<file path="src/rtl/dsum_pkg.sv">
package dsum_pkg;
  typedef enum logic {
    ST_IDLE = 1'b0,
    ST_RUN  = 1'b1
  } dsum_state_e;
endpackage

</file>
<file path="src/rtl/dsum_ctrl.sv">
module dsum_ctrl
  import dsum_pkg::*;
#(
  parameter int IW = 4
) (
  input  logic          clk,
  input  logic          rst,
  input  logic          start_i,
  input  logic [IW-1:0] k_i,
  input  logic [IW-1:0] j_i,
  output logic          busy_o,
  output logic          load_o,
  output logic          empty_o,
  output logic          last_o,
  output logic [IW-1:0] hi_o,
  output logic [IW-1:0] lo_o
);
  dsum_state_e state_q;
  logic [IW-1:0] hi_q, lo_q;
  logic accept;

  assign accept  = start_i && (state_q == ST_IDLE);
  assign load_o  = accept && (k_i >= j_i);
  assign empty_o = accept && (k_i < j_i);
  assign busy_o  = (state_q == ST_RUN);
  // final step: indices meet, or they are adjacent
  assign last_o  = busy_o && ((hi_q == lo_q) ||
                   ({1'b0, hi_q} == ({1'b0, lo_q} + 1'b1)));
  assign hi_o = hi_q;
  assign lo_o = lo_q;

  always_ff @(posedge clk) begin
    if (rst) begin
      state_q <= ST_IDLE;
      hi_q    <= '0;
      lo_q    <= '0;
    end else begin
      case (state_q)
        ST_IDLE: begin
          if (load_o) begin
            state_q <= ST_RUN;
            hi_q    <= k_i;
            lo_q    <= j_i;
          end
        end
        ST_RUN: begin
          if (last_o) begin
            state_q <= ST_IDLE;
          end else begin
            hi_q <= hi_q - 1'b1;
            lo_q <= lo_q + 1'b1;
          end
        end
        default: state_q <= ST_IDLE;
      endcase
    end
  end

  // the walk moves both ends inward by one each step
  p_idx_walk_r3: assert property (@(posedge clk) disable iff (rst)
    (busy_o && !last_o) |=> (hi_q == $past(hi_q) - 1'b1) && (lo_q == $past(lo_q) + 1'b1));

  // a step never runs with crossed indices
  p_no_cross_r3: assert property (@(posedge clk) disable iff (rst)
    busy_o |-> (hi_q >= lo_q));

  // a start during a run does not end or restart it
  p_start_ignored_r9: assert property (@(posedge clk) disable iff (rst)
    (busy_o && start_i && !last_o) |=> (busy_o && hi_q == $past(hi_q) - 1'b1));
endmodule

</file>
<file path="src/rtl/dsum_pair.sv">
module dsum_pair #(
  parameter int W  = 16,
  parameter int IW = 4
) (
  input  logic [W-1:0]  word_i,
  input  logic [IW-1:0] hi_i,
  input  logic [IW-1:0] lo_i,
  output logic [1:0]    addend_o
);
  logic bit_hi, bit_lo;

  assign bit_hi = word_i[hi_i];
  assign bit_lo = word_i[lo_i];

  always_comb begin
    if (hi_i == lo_i) addend_o = {1'b0, bit_hi};
    else              addend_o = {bit_hi & bit_lo, 1'b0};
  end
endmodule

</file>
<file path="src/rtl/dsum_acc.sv">
module dsum_acc #(
  parameter int W  = 16,
  parameter int SW = 5
) (
  input  logic          clk,
  input  logic          rst,
  input  logic          load_i,
  input  logic          empty_i,
  input  logic          step_i,
  input  logic          last_i,
  input  logic [W-1:0]  word_i,
  input  logic [1:0]    addend_i,
  output logic [W-1:0]  word_o,
  output logic [SW-1:0] sum_o,
  output logic          done_o
);
  logic [W-1:0]  word_q;
  logic [SW-1:0] acc_q, sum_q, acc_nxt;
  logic          done_q;

  assign acc_nxt = acc_q + {{(SW-2){1'b0}}, addend_i};

  always_ff @(posedge clk) begin
    if (rst) begin
      word_q <= '0;
      acc_q  <= '0;
      sum_q  <= '0;
      done_q <= 1'b0;
    end else begin
      done_q <= 1'b0;
      if (load_i) begin
        word_q <= word_i;
        acc_q  <= '0;
      end else if (step_i) begin
        acc_q <= acc_nxt;
        if (last_i) begin
          sum_q  <= acc_nxt;
          done_q <= 1'b1;
        end
      end
      if (empty_i) begin
        sum_q  <= '0;
        done_q <= 1'b1;
      end
    end
  end

  assign word_o = word_q;
  assign sum_o  = sum_q;
  assign done_o = done_q;

  // every accepted operation begins from a cleared accumulator
  p_acc_cleared_r2: assert property (@(posedge clk) disable iff (rst)
    load_i |=> (acc_q == '0));

  // the running sum never exceeds the word width
  p_no_overflow_r10: assert property (@(posedge clk) disable iff (rst)
    acc_q <= SW'(W));

  // the result only moves on a completion
  p_sum_held_r8: assert property (@(posedge clk) disable iff (rst)
    !done_q |-> $stable(sum_q));
endmodule

</file>
<file path="src/rtl/duplex_sum_unit.sv">
module duplex_sum_unit #(
  parameter int W = 16
) (
  input  logic                  clk,
  input  logic                  rst,
  input  logic                  start_i,
  input  logic [W-1:0]          word_i,
  input  logic [$clog2(W)-1:0]  k_i,
  input  logic [$clog2(W)-1:0]  j_i,
  output logic [$clog2(W):0]    sum_o,
  output logic                  done_o
);
  localparam int IW = $clog2(W);
  localparam int SW = IW + 1;

  logic          busy, load, empty, last;
  logic [IW-1:0] hi, lo;
  logic [W-1:0]  word_q;
  logic [1:0]    addend;

  dsum_ctrl #(.IW(IW)) u_ctrl (
    .clk(clk), .rst(rst), .start_i(start_i), .k_i(k_i), .j_i(j_i),
    .busy_o(busy), .load_o(load), .empty_o(empty), .last_o(last),
    .hi_o(hi), .lo_o(lo)
  );

  dsum_pair #(.W(W), .IW(IW)) u_pair (
    .word_i(word_q), .hi_i(hi), .lo_i(lo), .addend_o(addend)
  );

  dsum_acc #(.W(W), .SW(SW)) u_acc (
    .clk(clk), .rst(rst), .load_i(load), .empty_i(empty), .step_i(busy),
    .last_i(last), .word_i(word_i), .addend_i(addend),
    .word_o(word_q), .sum_o(sum_o), .done_o(done_o)
  );

  // completion is only flagged once the walk has ended
  p_done_idle_r8: assert property (@(posedge clk) disable iff (rst)
    done_o |-> !busy);

  // crossed indices complete on the very next cycle
  p_empty_done_r6: assert property (@(posedge clk) disable iff (rst)
    empty |=> (done_o && sum_o == '0));
endmodule

</file>
<file path="config.mk">
export PLATFORM = sky130hd
export DESIGN_NAME = duplex_sum_unit
export DESIGN_NICKNAME = d
export VERILOG_FILES = /design/src/rtl/dsum_pkg.sv /design/src/rtl/dsum_ctrl.sv /design/src/rtl/dsum_pair.sv /design/src/rtl/dsum_acc.sv /design/src/rtl/duplex_sum_unit.sv
export SDC_FILE = /design/constraint.sdc
export NUM_CORES = 1
export LEC_CHECK = 0
export ABC_AREA = 1
export BUFFER_PORTS_ARGS = -buffer_cell sky130_fd_sc_hd__buf_4
export CELL_PAD_IN_SITES_DETAIL_PLACEMENT = 0
export CELL_PAD_IN_SITES_GLOBAL_PLACEMENT = 2
export CORE_UTILIZATION = 30
export CTS_CLUSTER_SIZE = 28
export DETAILED_ROUTE_END_ITERATION = 7
export HOLD_SLACK_MARGIN = 0.05
export PLACE_DENSITY = 0.77
export SETUP_SLACK_MARGIN = 0.5
export SLEW_MARGIN = 40
export SYNTH_ARGS = -nofsm -noshare
export SYNTH_HDL_FRONTEND = slang
export SYNTH_SLANG_ARGS = --single-unit
</file>
<file path="constraint.sdc">
create_clock -name clk -period 2.8 [get_ports clk]
set_input_delay 0.14 -clock clk [delete_from_list [all_inputs] [get_ports clk]]
set_output_delay 0.14 -clock clk [all_outputs]
set_load 0.005 [all_outputs]
</file>
### Yosys cells after proc, flatten, opt, wreduce, memory -nomap -nowiden

Index checks and enable logic that the tools add are counted.
W data, S select, Z words.

* register bits: 36
* input bits: 27
* output and inout port bits: 6
* word-level logic and storage cells: 49

* add/sub/neg operators: 4
* order comparisons: 4
* eq/ne operators: 4
* muxes and demuxes: 18
* bitwise logic cells: 3
* reduce and logical (&&, ||, !) cells: 9

Operators with widths (number)
* $mux W4: 4
* $pmux W4 S2: 2
* $lt A4 B5 Y1 const B: 2
* $bmux W1 S4: 2
* $mux W1: 8
* $add A4 B1 Y5 const B: 1
* $add A5 B2 Y5: 1
* $eq A4 B5 Y1: 1
* $add A4 B1 Y4 const B: 1
* $eq A4 B4 Y1: 1
* $ge A4 B4 Y1: 1
* $logic_and A1 B1 Y1: 4
* $lt A4 B4 Y1: 1
* $ne A2 B2 Y1 const B: 2
* $reduce_or A2 Y1: 2
* $sub A4 B1 Y4 const B: 1
* $reduce_and A3 Y1: 1
* $mux W2: 1
* $not A1 Y1: 2
* $pmux W1 S2: 1
* $reduce_and A2 Y1: 1
* $and A1 B1 Y1: 1
* $logic_or A1 B1 Y1: 1

### Logic depth before layout (Yosys ltp)

* word-level depth: 8
* depth in mapped cells: 16
* depth with buffers taken out: 15

### Cells and area by module

Synthesis repeated with hierarchy kept, for this count alone.

* cells, all modules: 372
* area, all modules: 2401.1 um^2

Modules (own cells, without submodules)
* dsum_acc: times used 1, cells each 143, area each 1124.8 um^2, sequential area each 540.5 um^2
* dsum_ctrl: times used 1, cells each 132, area each 828.3 um^2, sequential area each 180.2 um^2
* dsum_pair: times used 1, cells each 97, area each 447.9 um^2, sequential area each 0.0 um^2

### Least setup slack after synthesis

No wires, ideal clock.

* kind: reg2reg
* start point: register u_ctrl.hi_q[1] (netlist: u_ctrl.hi_o[1])
* end point: register u_acc.acc_q[4]
* setup time: 70 ps
* arrival: 2172 ps
* data required time: 2730 ps
* setup slack: 558 ps
* stages on the path, launching flop included: 13
* buffers on the path: 1
* period minus slack after synthesis: 2242 ps
* path through: dfxtp_1 > clkbuf_1 > o211ai_1 > nand3_1 > nand3_1 > a21oi_1 > ha_1 > inv_1 > fa_1 > nor2_1 > xor2_1 > nand2_1 > a21oi_1

* longest elaborated chain between the ends: 5
* elaborated cells on any way between the ends: 6
* those cells by class: add/sub (1); eq/ne (1); mux (3); bitwise (1)

Ends and longest elaborated chain
* from (decl): RTL line dsum_ctrl.sv:19 `logic [IW-1:0] hi_q, lo_q;`
* from (signal assigned): RTL line dsum_ctrl.sv:42 `hi_q <= k_i;`
* from (signal assigned): RTL line dsum_ctrl.sv:50 `hi_q <= hi_q - 1'b1;`
* $bmux W1 S4: RTL line dsum_pair.sv:12 `assign bit_hi = word_i[hi_i];`
* $mux W1 (not written as such): RTL line dsum_pair.sv:12
* $and A1 B1 Y1: RTL line dsum_pair.sv:17 `else addend_o = {bit_hi & bit_lo, 1'b0};`
* $mux W2 (*): RTL line dsum_pair.sv:16 `if (hi_i == lo_i) addend_o = {1'b0, bit_hi};`
* $add A5 B2 Y5 (*): RTL line dsum_acc.sv:21 `assign acc_nxt = acc_q + {{(SW-2){1'b0}}, addend_i};`
* to (signal assigned): RTL line dsum_acc.sv:35 `acc_q <= acc_nxt;`
* to (decl): RTL line dsum_acc.sv:18 `logic [SW-1:0] acc_q, sum_q, acc_nxt;`

Mark *: on every way between the ends. The rest lies on a longest branch, timed or not. The select of a mux whose other input is x is not followed.
A chain may end at the register's enable or synchronous reset.

### Final worst setup path

* start point: register u_ctrl.hi_q[0] (netlist: u_ctrl.hi_o[0])
* end point: register u_acc.acc_q[4]

The elaborated chain is that of the path after synthesis.

==> impl_metrics.env <==
export IMPL_start_util=0.315
export IMPL_cellLeakagePower_uw=0.00119
export IMPL_endpoint_kind="flip-flop"
export IMPL_arrival_ns=2.44
export IMPL_globalRoute_totalOverflow=0
export IMPL_rows=30
export IMPL_syn_area_um2=2160
export IMPL_grt_first_pass_wirelength_mm=9.64
export IMPL_yosysUniqueCellTypes=31
export IMPL_syn_to_final_growth_pct=27.0
export IMPL_cts_tree="built"
export IMPL_clock_sinks=36
export IMPL_io_pins=33
export IMPL_drtIter0Drc=95
export IMPL_wl_mm=5.64
export IMPL_gp_congestion=0.824
export IMPL_syn_area_per_cell_um2=6.71
export IMPL_power_uw=1980
export IMPL_startpoint_type="flip-flop"
export IMPL_hp_class="in -> reg"
export IMPL_tns_ns=0
export IMPL_cp_slowest_stage_delay_ns=0.37
export IMPL_avgRoutedWirePerCell_um=12.4
export IMPL_core_area_um2=6870
export IMPL_crit_type="reg -> reg"
export IMPL_n_antenna_cell=0
export IMPL_dpl_hpwl_mm=4.11
export IMPL_grt_pass1_vias=1994
export IMPL_die_area_um2=7550
export IMPL_synth_seq_cells=36
export IMPL_first_pass_iters=4
export IMPL_finalCriticalPeriod_ns=2.21
export IMPL_detail_route_antenna_nets=0
export IMPL_crit_top_cell="a21oi_2"
export IMPL_final_cells=454
export IMPL_ir_drop_mv=0.399
export IMPL_drive_gt1_frac=0.243
export IMPL_grt_max_degree=26
export IMPL_slew_headroom=0.613
export IMPL_clk_pin_slew_ns=0.08
export IMPL_clockBufferDepth=2
export IMPL_clkLatencyLatePin_ns=0.29
export IMPL_setup_viol=0
export IMPL_portBuffers=32
export IMPL_cts_buffers=5
export IMPL_status="complete, no violations"
export IMPL_skew_ns=0.00370
export IMPL_hold_viol_final=0
export IMPL_viasPerCell=4.66
export IMPL_fin_crit_sh=0.790
export IMPL_yosysWarnings=0
export IMPL_htree_num_levels=2
export IMPL_maxSlewViolCount=0
export IMPL_syn_num_nets=358
export IMPL_root_buffer="clkbuf_8"
export IMPL_cp_cell_sequence="buf_6 > a21oi_2 > o21ai_1 > nand3_1 > nand3_2 > a21oi_2 > ha_2 > inv_2 > fa_2 > nor2_2 > xor2_1 > nand2_1 > a21oi_1"
export IMPL_vias=2114
export IMPL_worst_pin_slew_ns=0.579
export IMPL_critPathMaxFanout=6
export IMPL_powerDensity_nw_per_um2=722
export IMPL_fp_dieH_um=86.9
export IMPL_slowest_stage="dfxtp_4"
export IMPL_grtUsageTotal=0.166
export IMPL_cap_violations=0
export IMPL_die_x_um=86.9
export IMPL_placed_area_um2=2460
export IMPL_final_nets=393
export IMPL_fin_hold_ws_ns=0.100
export IMPL_final_cell_mix="nand2_1 (66), nor2_1 (45), buf_4 (42), o21ai_0 (31)"
export IMPL_dp_cells=438
export IMPL_antenna_found_initial=0
export IMPL_synth_seq_area_share=0.334
export IMPL_post_route_drc_count=0
export IMPL_syn_inst=322
export IMPL_stdcell_area_um2=2740
export IMPL_final_common_cell="nand2_1"
export IMPL_crit_required_ns=3.02
export IMPL_rsz0062_at_grt="yes"
export IMPL_max_clock_freq_ghz=0.452
[through the flow]
| step | utilization | setup slack (ns) |
|---|---|---|
| floorplan | - | 0.558 |
| global placement | 0.358 | 0.143 |
| detailed placement | 0.358 | 0.164 |
| CTS | 0.390 | 0.520 |
| global route | 0.399 | 0.441 |
| finish | 0.399 | 0.588 |
[state kept, by name, indices dropped and copies added, names as in the netlist]
signal,cells
u_ctrl.busy_o,1
u_ctrl.hi_o,4
u_acc.done_o,1
u_acc.word_o,16
u_acc.sum_o,5
u_ctrl.lo_o,4
u_acc.acc_q,5
[cell families (layout without fill, tap and decap cells)]
family	after synthesis	count (layout)	share of synthesized area
XOR/XNOR	6	6	0.0243
AND/OR/NAND/NOR	145	145	0.291
AO/OA/AOI/OAI	75	75	0.191
adder cells (fa/ha/maj)	9	9	0.0556
flip-flops	36	36	0.334
buffers and inverters	51	87	0.105
[Yosys cell counts]
| cell type | number | area, um2 |
|---|---|---|
| a21oi_1 | 26 | 130 |
| a21oi_2 | 1 | 8.76 |
| a21oi_4 | 1 | 16.3 |
| a22oi_1 | 1 | 7.51 |
| a31oi_1 | 2 | 12.5 |
| buf_1 | 1 | 3.75 |
| buf_2 | 6 | 30.0 |
| buf_4 | 3 | 22.5 |
| buf_6 | 2 | 22.5 |
| clkbuf_1 | 4 | 15.0 |
| clkbuf_2 | 1 | 5.00 |
| dfxtp_1 | 36 | 721 |
| fa_1 | 1 | 20.0 |
| ha_1 | 8 | 100 |
| inv_1 | 29 | 109 |
| inv_2 | 5 | 18.8 |
| nand2_1 | 66 | 248 |
| nand2_2 | 3 | 18.8 |
| nand2_4 | 1 | 11.3 |
| nand3_1 | 18 | 90.1 |
| nand3_2 | 2 | 20.0 |
| nand3_4 | 1 | 17.5 |
| nand4_1 | 4 | 25.0 |
| nor2_1 | 46 | 173 |
| nor4_1 | 1 | 6.26 |
| o211ai_1 | 6 | 45.0 |
| o21ai_0 | 37 | 185 |
| o21bai_1 | 1 | 7.51 |
| or2_2 | 3 | 18.8 |
| xnor2_1 | 3 | 26.3 |
| xor2_1 | 3 | 26.3 |
[worst paths after layout]
path / from / to / slack (ns) / depth (start not counted)
setup reg to reg: u_ctrl.hi_o[0] / u_acc.acc_q[4] / 0.59 / 13
hold reg to reg: u_acc.acc_q[0] / u_acc.acc_q[0] / 0.47 / 2
hold / removal: word_i[14] / u_acc.word_o[14] / 0.10 / 3
setup / recovery: u_ctrl.hi_o[0] / u_acc.acc_q[4] / 0.59 / 13
[power breakdown]
part           leakage, uW  switching, uW  total [uW]  internal [uW]
Clock            0.0000784            198         644            446
Combinational     0.000811            387         664            277
Sequential        0.000299           89.4         674            585
Total              0.00119            674        1980           1310
[critical path: cells and delay by family (launching register included)]
kind,cells,cell delay (ns)
compound gates,4,0.48
xor+xnor,1,0.20
buf+inv,2,0.18
fa+ha+maj,2,0.55
simple gates,4,0.38
flops,1,0.37
[layout make-up]
type / instances / area, um2
inverters: 34 / 128
fillers: 770 / 4130
clock inverters: 3 / 90.1
multi-input cells: 235 / 1250
flip-flops and latches: 36 / 743
clock buffers: 5 / 68.8
repair buffers: 45 / 348
well taps: 96 / 120
[per-layer routing]
metal	vias up	wire [um]	track usage	part of all wire
met3	7	242	0.0294	0.043
met2	43	2370	0.256	0.42
met1	951	2950	0.235	0.52
met5	-	0	0	0
met4	0	72	0.0530	0.013
li1	1113	-	-	-
[what timing repair did]
action | in CTS | in global routing
pin swaps | 2 | 5
endpoints found under the setup margin | 8 | 8
buffers inserted | 2 | 5
endpoints found under the hold margin | 2 | 0
resized for setup | 16 | 18
hold buffers | 1 | 0
(Power assumes the default switching activity.)
